<file path="src/rtl/cfc_pkg.sv">
package cfc_pkg;

    localparam int SEL_W     = 3;
    localparam int NUM_KINDS = 3;
    localparam int K_OPEN    = 0;
    localparam int K_OVER    = 1;
    localparam int K_SHORT   = 2;

    typedef enum logic [2:0] {
        ST_IDLE  = 3'd0,
        ST_OFF   = 3'd1,
        ST_ON    = 3'd2,
        ST_LATCH = 3'd3,
        ST_RETRY = 3'd4
    } gate_state_e;

    typedef enum logic [1:0] {
        FC_NONE  = 2'b00,
        FC_OPEN  = 2'b01,
        FC_OVER  = 2'b10,
        FC_SHORT = 2'b11
    } fault_code_e;

    // bit order matches the K_* indices
    typedef struct packed {
        logic short_gnd;
        logic over_cur;
        logic open_load;
    } fault_vec_t;

    function automatic int unsigned max_u(input int unsigned a, input int unsigned b);
        return (a > b) ? a : b;
    endfunction

    function automatic int unsigned scaled_limit(input int unsigned base,
                                                 input logic [SEL_W-1:0] sel);
        return base * (32'(sel) + 32'd1);
    endfunction

    function automatic fault_code_e pick_on_fault(input fault_vec_t h);
        if (h.short_gnd)     return FC_SHORT;
        else if (h.over_cur) return FC_OVER;
        else                 return FC_NONE;
    endfunction

endpackage

</file>
<file path="src/rtl/cfc_deglitch.sv">
module cfc_deglitch #(
    parameter int CNT_W = 8
) (
    input  logic             clk,
    input  logic             rst,
    input  logic             tick,
    input  logic             en,
    input  logic             raw,
    input  logic [CNT_W-1:0] limit,
    output logic             hit
);

    logic             armed;
    logic             done;
    logic [CNT_W-1:0] cnt;
    logic [CNT_W:0]   next_cnt;

    assign armed    = en && raw;
    assign next_cnt = {1'b0, cnt} + {{CNT_W{1'b0}}, 1'b1};

    always_ff @(posedge clk) begin
        if (rst || !armed) begin
            cnt  <= '0;
            done <= 1'b0;
            hit  <= 1'b0;
        end else begin
            hit <= 1'b0;
            if (tick && !done) begin
                if (next_cnt >= {1'b0, limit}) begin
                    cnt  <= limit;
                    done <= 1'b1;
                    hit  <= 1'b1;
                end else begin
                    cnt <= next_cnt[CNT_W-1:0];
                end
            end
        end
    end

    assert_hit_after_flag_R5: assert property (@(posedge clk) disable iff (rst)
        hit |-> $past(armed));

    assert_hold_without_tick_R11: assert property (@(posedge clk) disable iff (rst)
        (armed && $past(armed) && !$past(tick) && !$past(rst)) |-> $stable(cnt));

endmodule

</file>
<file path="src/rtl/cfc_interval.sv">
module cfc_interval #(
    parameter int LIMIT = 16
) (
    input  logic clk,
    input  logic rst,
    input  logic tick,
    input  logic run,
    output logic expired
);

    localparam int CNT_W = (LIMIT > 1) ? $clog2(LIMIT) : 1;

    logic [CNT_W-1:0] cnt;

    always_ff @(posedge clk) begin
        if (rst || !run) begin
            cnt     <= '0;
            expired <= 1'b0;
        end else begin
            expired <= 1'b0;
            if (tick) begin
                if (cnt == CNT_W'(LIMIT - 1)) begin
                    cnt     <= '0;
                    expired <= 1'b1;
                end else begin
                    cnt <= cnt + 1'b1;
                end
            end
        end
    end

    assert_expire_while_running_R9: assert property (@(posedge clk) disable iff (rst)
        expired |-> $past(run));

endmodule

</file>
<file path="src/rtl/cfc_gate_fsm.sv">
module cfc_gate_fsm
    import cfc_pkg::*;
(
    input  logic                clk,
    input  logic                rst,
    input  logic                cmd_on,
    input  logic                retry_mode,
    input  logic                wake_done,
    input  logic                retry_done,
    input  fault_vec_t          hits,
    output gate_state_e         state,
    output logic                gate_en,
    output fault_code_e         code,
    output logic                evt
);

    gate_state_e nxt;
    logic        on_fault;

    assign on_fault = hits.short_gnd || hits.over_cur;
    assign gate_en  = (state == ST_ON);

    always_comb begin
        nxt = state;
        unique case (state)
            ST_IDLE:  if (wake_done) nxt = ST_OFF;
            ST_OFF:   if (cmd_on) nxt = ST_ON;
            ST_ON: begin
                if (!cmd_on)       nxt = ST_OFF;
                else if (on_fault) nxt = retry_mode ? ST_RETRY : ST_LATCH;
            end
            ST_LATCH: if (!cmd_on) nxt = ST_OFF;
            ST_RETRY: begin
                if (!cmd_on)         nxt = ST_OFF;
                else if (retry_done) nxt = ST_ON;
            end
            default:  nxt = ST_IDLE;
        endcase
    end

    always_ff @(posedge clk) begin
        if (rst) begin
            state <= ST_IDLE;
            code  <= FC_NONE;
            evt   <= 1'b0;
        end else begin
            state <= nxt;
            evt   <= 1'b0;
            if (state == ST_ON && on_fault) begin
                code <= pick_on_fault(hits);
                evt  <= 1'b1;
            end else if (state == ST_OFF && hits.open_load) begin
                code <= FC_OPEN;
                evt  <= 1'b1;
            end else if (state == ST_OFF && cmd_on) begin
                code <= FC_NONE;
            end
        end
    end

    assert_latch_sticky_R8: assert property (@(posedge clk) disable iff (rst)
        (state == ST_LATCH && cmd_on) |=> (state == ST_LATCH));

    assert_short_wins_R10: assert property (@(posedge clk) disable iff (rst)
        (state == ST_ON && hits.short_gnd && hits.over_cur) |=> (code == FC_SHORT));

    assert_idle_quiet_R1: assert property (@(posedge clk) disable iff (rst)
        (state == ST_IDLE) |-> (!evt && !gate_en));

    assert_retry_return_R9: assert property (@(posedge clk) disable iff (rst)
        (state == ST_RETRY && retry_done && cmd_on) |=> gate_en);

endmodule

</file>
<file path="src/rtl/chan_fault_ctrl.sv">
module chan_fault_ctrl
    import cfc_pkg::*;
#(
    parameter int STG_TICKS     = 16,
    parameter int OC_BASE_TICKS = 120,
    parameter int RETRY_TICKS   = 15000,
    parameter int WAKE_TICKS    = 512
) (
    input  logic             clk,
    input  logic             rst,
    input  logic             cmd_on,
    input  logic             ol_raw,
    input  logic             oc_raw,
    input  logic             stg_raw,
    input  logic             retry_mode,
    input  logic [SEL_W-1:0] dg_sel,
    input  logic             tick,
    output logic             gate_en,
    output logic [1:0]       fault_code,
    output logic             fault_evt
);

    localparam int MAX_DG = max_u(STG_TICKS, OC_BASE_TICKS * (2 ** SEL_W));
    localparam int CNT_W  = $clog2(MAX_DG + 1);

    gate_state_e          state;
    fault_code_e          code;
    logic                 wake_done;
    logic                 retry_done;
    logic [NUM_KINDS-1:0] arm_en;
    logic [NUM_KINDS-1:0] raw_vec;
    logic [NUM_KINDS-1:0] hit_vec;
    logic [CNT_W-1:0]     lim [NUM_KINDS];
    logic [CNT_W-1:0]     sel_lim;

    assign sel_lim = CNT_W'(scaled_limit(OC_BASE_TICKS, dg_sel));

    assign raw_vec[K_OPEN]  = ol_raw;
    assign raw_vec[K_OVER]  = oc_raw;
    assign raw_vec[K_SHORT] = stg_raw;

    assign arm_en[K_OPEN]  = (state == ST_OFF);
    assign arm_en[K_OVER]  = (state == ST_ON);
    assign arm_en[K_SHORT] = (state == ST_ON);

    assign lim[K_OPEN]  = sel_lim;
    assign lim[K_OVER]  = sel_lim;
    assign lim[K_SHORT] = CNT_W'(STG_TICKS);

    for (genvar k = 0; k < NUM_KINDS; k++) begin : g_dg
        cfc_deglitch #(.CNT_W(CNT_W)) u_dg (
            .clk   (clk),
            .rst   (rst),
            .tick  (tick),
            .en    (arm_en[k]),
            .raw   (raw_vec[k]),
            .limit (lim[k]),
            .hit   (hit_vec[k])
        );
    end

    cfc_interval #(.LIMIT(WAKE_TICKS)) u_wake (
        .clk     (clk),
        .rst     (rst),
        .tick    (tick),
        .run     (state == ST_IDLE),
        .expired (wake_done)
    );

    cfc_interval #(.LIMIT(RETRY_TICKS)) u_retry (
        .clk     (clk),
        .rst     (rst),
        .tick    (tick),
        .run     (state == ST_RETRY),
        .expired (retry_done)
    );

    cfc_gate_fsm u_fsm (
        .clk        (clk),
        .rst        (rst),
        .cmd_on     (cmd_on),
        .retry_mode (retry_mode),
        .wake_done  (wake_done),
        .retry_done (retry_done),
        .hits       (fault_vec_t'(hit_vec)),
        .state      (state),
        .gate_en    (gate_en),
        .code       (code),
        .evt        (fault_evt)
    );

    assign fault_code = code;

    assert_evt_coded_R6: assert property (@(posedge clk) disable iff (rst)
        fault_evt |-> (fault_code != 2'b00));

    assert_gate_needs_cmd_R2: assert property (@(posedge clk) disable iff (rst)
        gate_en |-> $past(cmd_on));

endmodule

</file>
<file path="config.mk">
export PLATFORM = sky130hd
export DESIGN_NAME = chan_fault_ctrl
export DESIGN_NICKNAME = d
export VERILOG_FILES = /design/src/rtl/cfc_pkg.sv /design/src/rtl/cfc_deglitch.sv /design/src/rtl/cfc_interval.sv /design/src/rtl/cfc_gate_fsm.sv /design/src/rtl/chan_fault_ctrl.sv
export SDC_FILE = /design/constraint.sdc
export NUM_CORES = 1
export LEC_CHECK = 0
export CAP_MARGIN = 10
export CORE_UTILIZATION = 31
export CTS_CLUSTER_SIZE = 40
export DETAILED_ROUTE_END_ITERATION = 10
export DONT_BUFFER_PORTS = 1
export GPL_TIMING_DRIVEN = 0
export HOLD_SLACK_MARGIN = 0.1
export PLACE_DENSITY_LB_ADDON = 0.05
export SLEW_MARGIN = 5
export SYNTH_ARGS = -nofsm -noshare
export SYNTH_HDL_FRONTEND = slang
export SYNTH_SLANG_ARGS = --single-unit
export TNS_END_PERCENT = 5
</file>
<file path="constraint.sdc">
create_clock -name clk -period 11.4 [get_ports clk]
set_clock_uncertainty 0.1 [all_clocks]
set_input_delay 2.28 -clock clk [delete_from_list [all_inputs] [get_ports clk]]
set_output_delay 2.28 -clock clk [all_outputs]
set_load 0.03 [all_outputs]
</file>
======== After elaboration in Yosys (flattened, before gate mapping) ========
Cells that the tools add are included.
cells by class
  add/sub/neg operators ................... 6
  multipliers ............................. 1
  magnitude comparators ................... 3
  equality and inequality tests ........... 11
  multiplexer cells ....................... 26
  bitwise operators ....................... 4
  reduce and logical (&&, ||, !) cells .... 34
operators with widths
  cell                                                                                   count
  10-bit by 1-bit adder with 11-bit output (second input constant)                       3
  10-bit two-way mux                                                                     3
  3-bit two-way mux                                                                      8
  11-bit by 10-bit greater-or-equal comparator with 1-bit output                         2
  3-bit case mux with 5 select lines                                                     1
  14-bit by 1-bit adder with 14-bit output (second input constant)                       1
  14-bit equality test (second input constant)                                           1
  14-bit two-way mux                                                                     1
  11-bit by 5-bit greater-or-equal comparator with 1-bit output (second input constant)  1
  2-bit two-way mux                                                                      5
  2-bit OR reduction                                                                     5
  9-bit by 1-bit adder with 9-bit output (second input constant)                         1
  9-bit equality test (second input constant)                                            1
  1-bit logical AND                                                                      9
  9-bit two-way mux                                                                      1
  1-bit zero test                                                                        8
  4-bit by 4-bit multiplier with 7-bit output (first input constant)                     1
  1-bit two-way mux                                                                      7
  3-bit by 2-bit equality test with 1-bit output (second input constant)                 2
  1-bit logical OR                                                                       6
  2-bit != test (second input constant)                                                  3
  2-bit AND reduction                                                                    3
  5-bit AND reduction                                                                    1
  3-bit by 1-bit adder with 4-bit output (second input constant)                         1
  7 further kinds                                                                        10
storage, ports and cells
  flip-flop bits (word level) ............. 67
  input bits .............................. 11
  word-level logic and storage cells ...... 101

======== Depth between registers and ports, before layout ========
  depth after elaboration ................. 5
  depth in mapped cells ................... 19
  depth with buffers taken out ............ 18

======== By module ========
From an unflattened synthesis, not the netlist that was laid out.
second synthesis, totals
  cells, all modules ...................... 600
  area total of the unflattened synthesis .. 5113.7 um^2
modules (own cells, without submodules)
  module                            instances  cells an instance  area each (um^2)  seq. area each (um^2)
  cfc_deglitch at g_dg[0].u_dg ...  2          126                1043.5            240.2
  cfc_deglitch at g_dg[2].u_dg      1          126                1038.5            240.2
  cfc_interval at u_retry           1          79                 718.2             300.3
  cfc_interval at u_wake            1          52                 459.2             200.2
  cfc_gate_fsm                      1          49                 435.4             120.1
  chan_fault_ctrl                   1          42                 375.4             0.0

======== Least setup slack after synthesis ========
Ideal clock, no wire load.
  path kind ............................... input -> register
  start point ............................. input dg_sel[0]
  end point ............................... register g_dg[0].u_dg.cnt[5]
  setup time .............................. 126 ps
  arrival time ............................ 6405 ps
  required time ........................... 11174 ps
  setup slack ............................. 4769 ps
  stages on the path ...................... 19
  buffers on the path ..................... 1
  cells stage by stage .................... ha_1 > xor2_1 > inv_1 > fa_1 > inv_1 > fa_1 > inv_1 > fa_1 > a21o_1 > a21oi_1 > xnor2_1 > ha_1 > clkbuf_1 > inv_1 > a2111oi_4 > a311oi_2 > nor2b_1 > o211ai_1 > nand3_1
on the way
  word-level cells in the longest chain between the ends .. 4
ends and longest elaborated chain
  element                                                         line                   RTL
  from (decl)                                                     chan_fault_ctrl.sv:16  input logic [SEL_W-1:0] dg_sel,
  3-bit by 1-bit adder with 4-bit output (*)                      cfc_pkg.sv:37          return base * (32'(sel) + 32'd1);
  4-bit by 4-bit multiplier with 7-bit output (*)                 cfc_pkg.sv:37
  11-bit by 10-bit greater-or-equal comparator with 1-bit output  cfc_deglitch.sv:29     if (next_cnt >= {1'b0, limit}) begin
  10-bit two-way mux (*)                                          cfc_deglitch.sv:29
  to (signal assigned)                                            cfc_deglitch.sv:30     cnt <= limit;
  to (signal assigned)                                            cfc_deglitch.sv:34     cnt <= next_cnt[CNT_W-1:0];
  to (decl)                                                       cfc_deglitch.sv:15     logic [CNT_W-1:0] cnt;
Every way passes the cells marked *; elsewhere a longest branch is shown, timed or not.
A chain may end at the register's enable or synchronous reset.

======== Worst setup path in the final report ========
  start point ............................. input dg_sel[0]
  end point ............................... register g_dg[0].u_dg.cnt[7]
Same word-level chain as after synthesis.

==> key figures <==
Synthesis
  • Post-synth EDFFs: 0
  • Synth Warn #: 0
  • Async set-reset flop share out of synthesis: 0
  • Post-synthesis area per instance: 8.308 um^2
  • Top cell type's share of synthesized area: 0.3248
  • Synth area leaders: dfxtp_1 (32%), ha_1 (8.5%), nor2_1 (5.8%)
  • Mapped Area: 0.004129 mm^2
  • FF+latch count, synth: 67
  • Share of the yosys chip area belonging to registers: 0.3248
  • Synth unique cells: 68
  • Most used flip-flop cell after synthesis: dfxtp_1
  • Syn Inst Count: 497
  • Synth area leader: dfxtp_1
  • Net Count, Synth: 540

Power
  • NetSw: 184.4 uW
  • Pwr dens: 140.5 mW/mm^2
  • Reg power frac: 0.362
  • Leak: 1.824 nW
  • Combinational share of power: 0.192
  • Clock Power Share: 0.446
  • P_int: 469.5 uW
  • VDD IR max: 92.45 uV
  • Sw frac: 0.2820

Flow run
  • Maxcap violations: 0

Setup path
  • CP Data Required Time: 11.52 ns
  • CP max stage delay: 0.51 ns
  • CP max-delay cell: fa_1
  • Most frequent cell on the critical path: inv_1
  • Cell breakdown of the critical path: inv_1 -> ha_1 -> inv_1 -> fa_1 -> inv_1 -> fa_1 -> inv_1 -> fa_1 -> a21o_1 -> a21oi_1 -> xnor2_1 -> ha_1 -> clkbuf_1 -> inv_1 -> a2111oi_4 -> a31oi_2 -> nand2b_2 -> o21ai_1 -> a32o_1
  • CP Class: primary input to flop
  • Crit path launch type: primary input
  • Crit. End Element: flop
  • CP Launch Point: dg_sel[0]
  • Data arrival, critical path: 7.11 ns
  • CP delay by family, top: adder cells
  • Critical R2R Launch: g_dg[0].u_dg.cnt[2]
  • CP bufs+invs: 6
  • Crit Path Max Fanout: 10

Floorplan
  • Die width: 117.4 um
  • Core area: 0.01282 mm^2
  • IO Count: 15
  • # rows: 41
  • Die height: 117.4 um
  • Die area: 0.01379 mm^2
  • Initial Utilization: 0.3220

Clocking
  • Clock tree buffer depth: 2
  • Root buffer cell: clkbuf_16
  • Post-CTS resize count: 0
  • CTS buffer count: 9
  • CTS tree: built
  • Hold buffer count at cts: 0
  • Clk sinks: 67
  • Postcts setup bufs: 0
  • CTS H-tree lvls: 3
  • Clock-pin slew on the worst setup and hold paths: 0.06 ns
  • Skew-Pair Late Insertion Delay: 0.33 ns

Routing
  • Detail Route Antenna Nets: 0
  • Initial drt markers: 130
  • Post-DR vias/cell: 4.996
  • Routed wire length: 9861 um
  • # DRC: 0
  • DRT Pass-1 Iters: 5
  • Vias post-DR: 3,422
  • Routed WL per cell: 14.40 um

Finish
  • Post-route design area: 0.004653 mm^2
  • Final core occ: 0.3628
  • Area delta synth->final: 12.70%
  • Fraction of layout instances using a drive strength above 1: 0.07407
  • Final net count: 551
  • Ant diodes: 0

Placement
  • Post-DP Area: 0.004344 mm^2
  • DP HPWL: 7376 um
  • Post-Place Worst Slack: 4.047 ns
  • RePlAce Congestion: 0.8191
  • Port bufs: 0

Timing
  • Worst slew pin tran: 0.7144 ns
  • Setup TNS: 0 ns
  • Final hold viol count: 0
  • Fmax achieved: 0.1432 GHz
  • Final setup violation count: 0
  • Minimum clock period: 6.983 ns
  • Worst setup margin: 4.417 ns
  • RSZ-0062 raised after global routing: no
  • Slew headroom: 0.5227
  • Max Slew Vio Count: 0
  • Tcrit/Tclk final: 0.6126

Global route
  • Tot GR Track Use: 0.1520
  • First-pass GRT wire length: 16,670 um
  • Vias in the first global route: 3,255
  • Maximum number of pins on one net before global-route repair: 12
  • Total gr overflow: 0
  • Initial antenna violation count: 0

Min path
  • Worst hold path type: flop to flop
  • HP Start: g_dg[2].u_dg.done

Status
  • Outcome: complete, no violations
-- sequential cells by signal (all words and copies together), names as in the netlist --
register	cells
u_retry.cnt	14
g_dg.u_dg.hit	3
u_fsm.state	3
u_retry.expired	1
g_dg.u_dg.cnt	30
g_dg.u_dg.done	3
u_fsm.evt	1
u_wake.cnt	9
u_fsm.code	2
u_wake.expired	1
-- metal layers --
layer / wire, um / vias up / global-route usage
met5: 0 / - / 0
met4: 272 / 0 / 0.07549
met3: 391 / 20 / 0.03794
met2: 4340 / 51 / 0.2341
met1: 4856 / 1576 / 0.1965
li1: - / 1775 / -
-- Yosys cell counts, types with 2 or more instances --
cell / count
nor3b_1: 2
dfxtp_1: 67
a21oi_1: 25
a211oi_1: 3
and3_1: 12
xnor2_1: 15
a31oi_1: 6
nand4b_1: 3
nand3b_1: 4
o21ai_1: 2
nand2_1: 47
o211ai_1: 4
fa_1: 4
nor2b_1: 9
ha_1: 28
clkbuf_1: 12
mux2i_1: 11
nand4_1: 12
nor3_1: 10
nor2_1: 64
a21oi_4: 2
xor2_1: 25
or3_1: 4
inv_1: 18
nand3_1: 30
and2_1: 8
o22ai_1: 4
o21ai_0: 13
nand3_2: 2
a21oi_2: 2
a21o_1: 4
a22oi_1: 2
and4_1: 2
nand2b_1: 7
-- worst reg2reg max path, cell delays in order (launching register included) --
cell	delay, ns
dfxtp_1	0.41
nand3_1	0.19
nor2_1	0.31
and3_1	0.29
nand3_1	0.13
xnor2_1	0.16
ha_1	0.29
clkbuf_1	0.39
inv_1	0.14
a2111oi_4	0.40
a31oi_2	0.13
nand2b_2	0.21
o21ai_1	0.08
a32o_1	0.28
-- power groups by stage --
stage | Sequential, mW | Combinational [mW] | Clock [mW]
3_3_place_gp | 0.242 | 0.125 | 0
4_1_cts | 0.237 | 0.128 | 0.302
5_1_grt | 0.237 | 0.142 | 0.311
6_report | 0.237 | 0.126 | 0.291
3_5_place_dp | 0.242 | 0.126 | 0
2_1_floorplan | 0.242 | 0.0954 | 0
-- placed cells by master (no fill, tap or decap), types with 6 or more instances in the layout --
cell type,instances
dfxtp_1,67
nor2_1,64
nand2_1,47
nand3_1,30
ha_1,28
xor2_1,25
a21oi_1,25
inv_1,18
xnor2_1,15
o21ai_0,13
clkbuf_1,13
nand4_1,12
and3_1,12
mux2i_1,11
nor3_1,10
nor2b_1,9
clkbuf_16,9
and2_1,8
nand2b_1,7
a31oi_1,6
-- final cells by class --
type / instances / area, um^2
Tap cell: 172 / 215.2
Buffer: 15 / 65.06
Multi-Input combinational cell: 396 / 2651
Clock inverter: 6 / 80.08
Fill cell: 1361 / 8172
Clock buffer: 10 / 229.0
Inverter: 19 / 71.32
Sequential cell: 67 / 1341
-- per-stage QoR --
stage	instances	total power, mW	hold slack, ns
2_1_floorplan	497	0.3369	0.3259
3_3_place_gp	669	0.3672	0.3400
3_5_place_dp	669	0.3682	0.3491
4_1_cts	685	0.6666	0.3603
5_1_grt	685	0.6895	0.3738
6_report	685	0.6539	0.3573
-- cells by family after synthesis --
logic type,synth area share
flip-flops,0.3248
adder cells (fa/ha/maj),0.1070
XOR/XNOR,0.08485
AO/OA/AOI/OAI,0.1449
AND/OR/NAND/NOR,0.2724
multiplexers,0.03303
buffers and inverters,0.03303
-- worst paths after layout --
path | slack [ns] | endpoint | depth (start not counted)
hold reg to reg | 0.36 | g_dg[2].u_dg.done | 2
setup reg to reg | 7.79 | g_dg[0].u_dg.cnt[7] | 13
setup / recovery | 4.42 | g_dg[0].u_dg.cnt[7] | 19
hold / removal | 0.36 | g_dg[2].u_dg.done | 2
(Power assumes the default switching activity.)
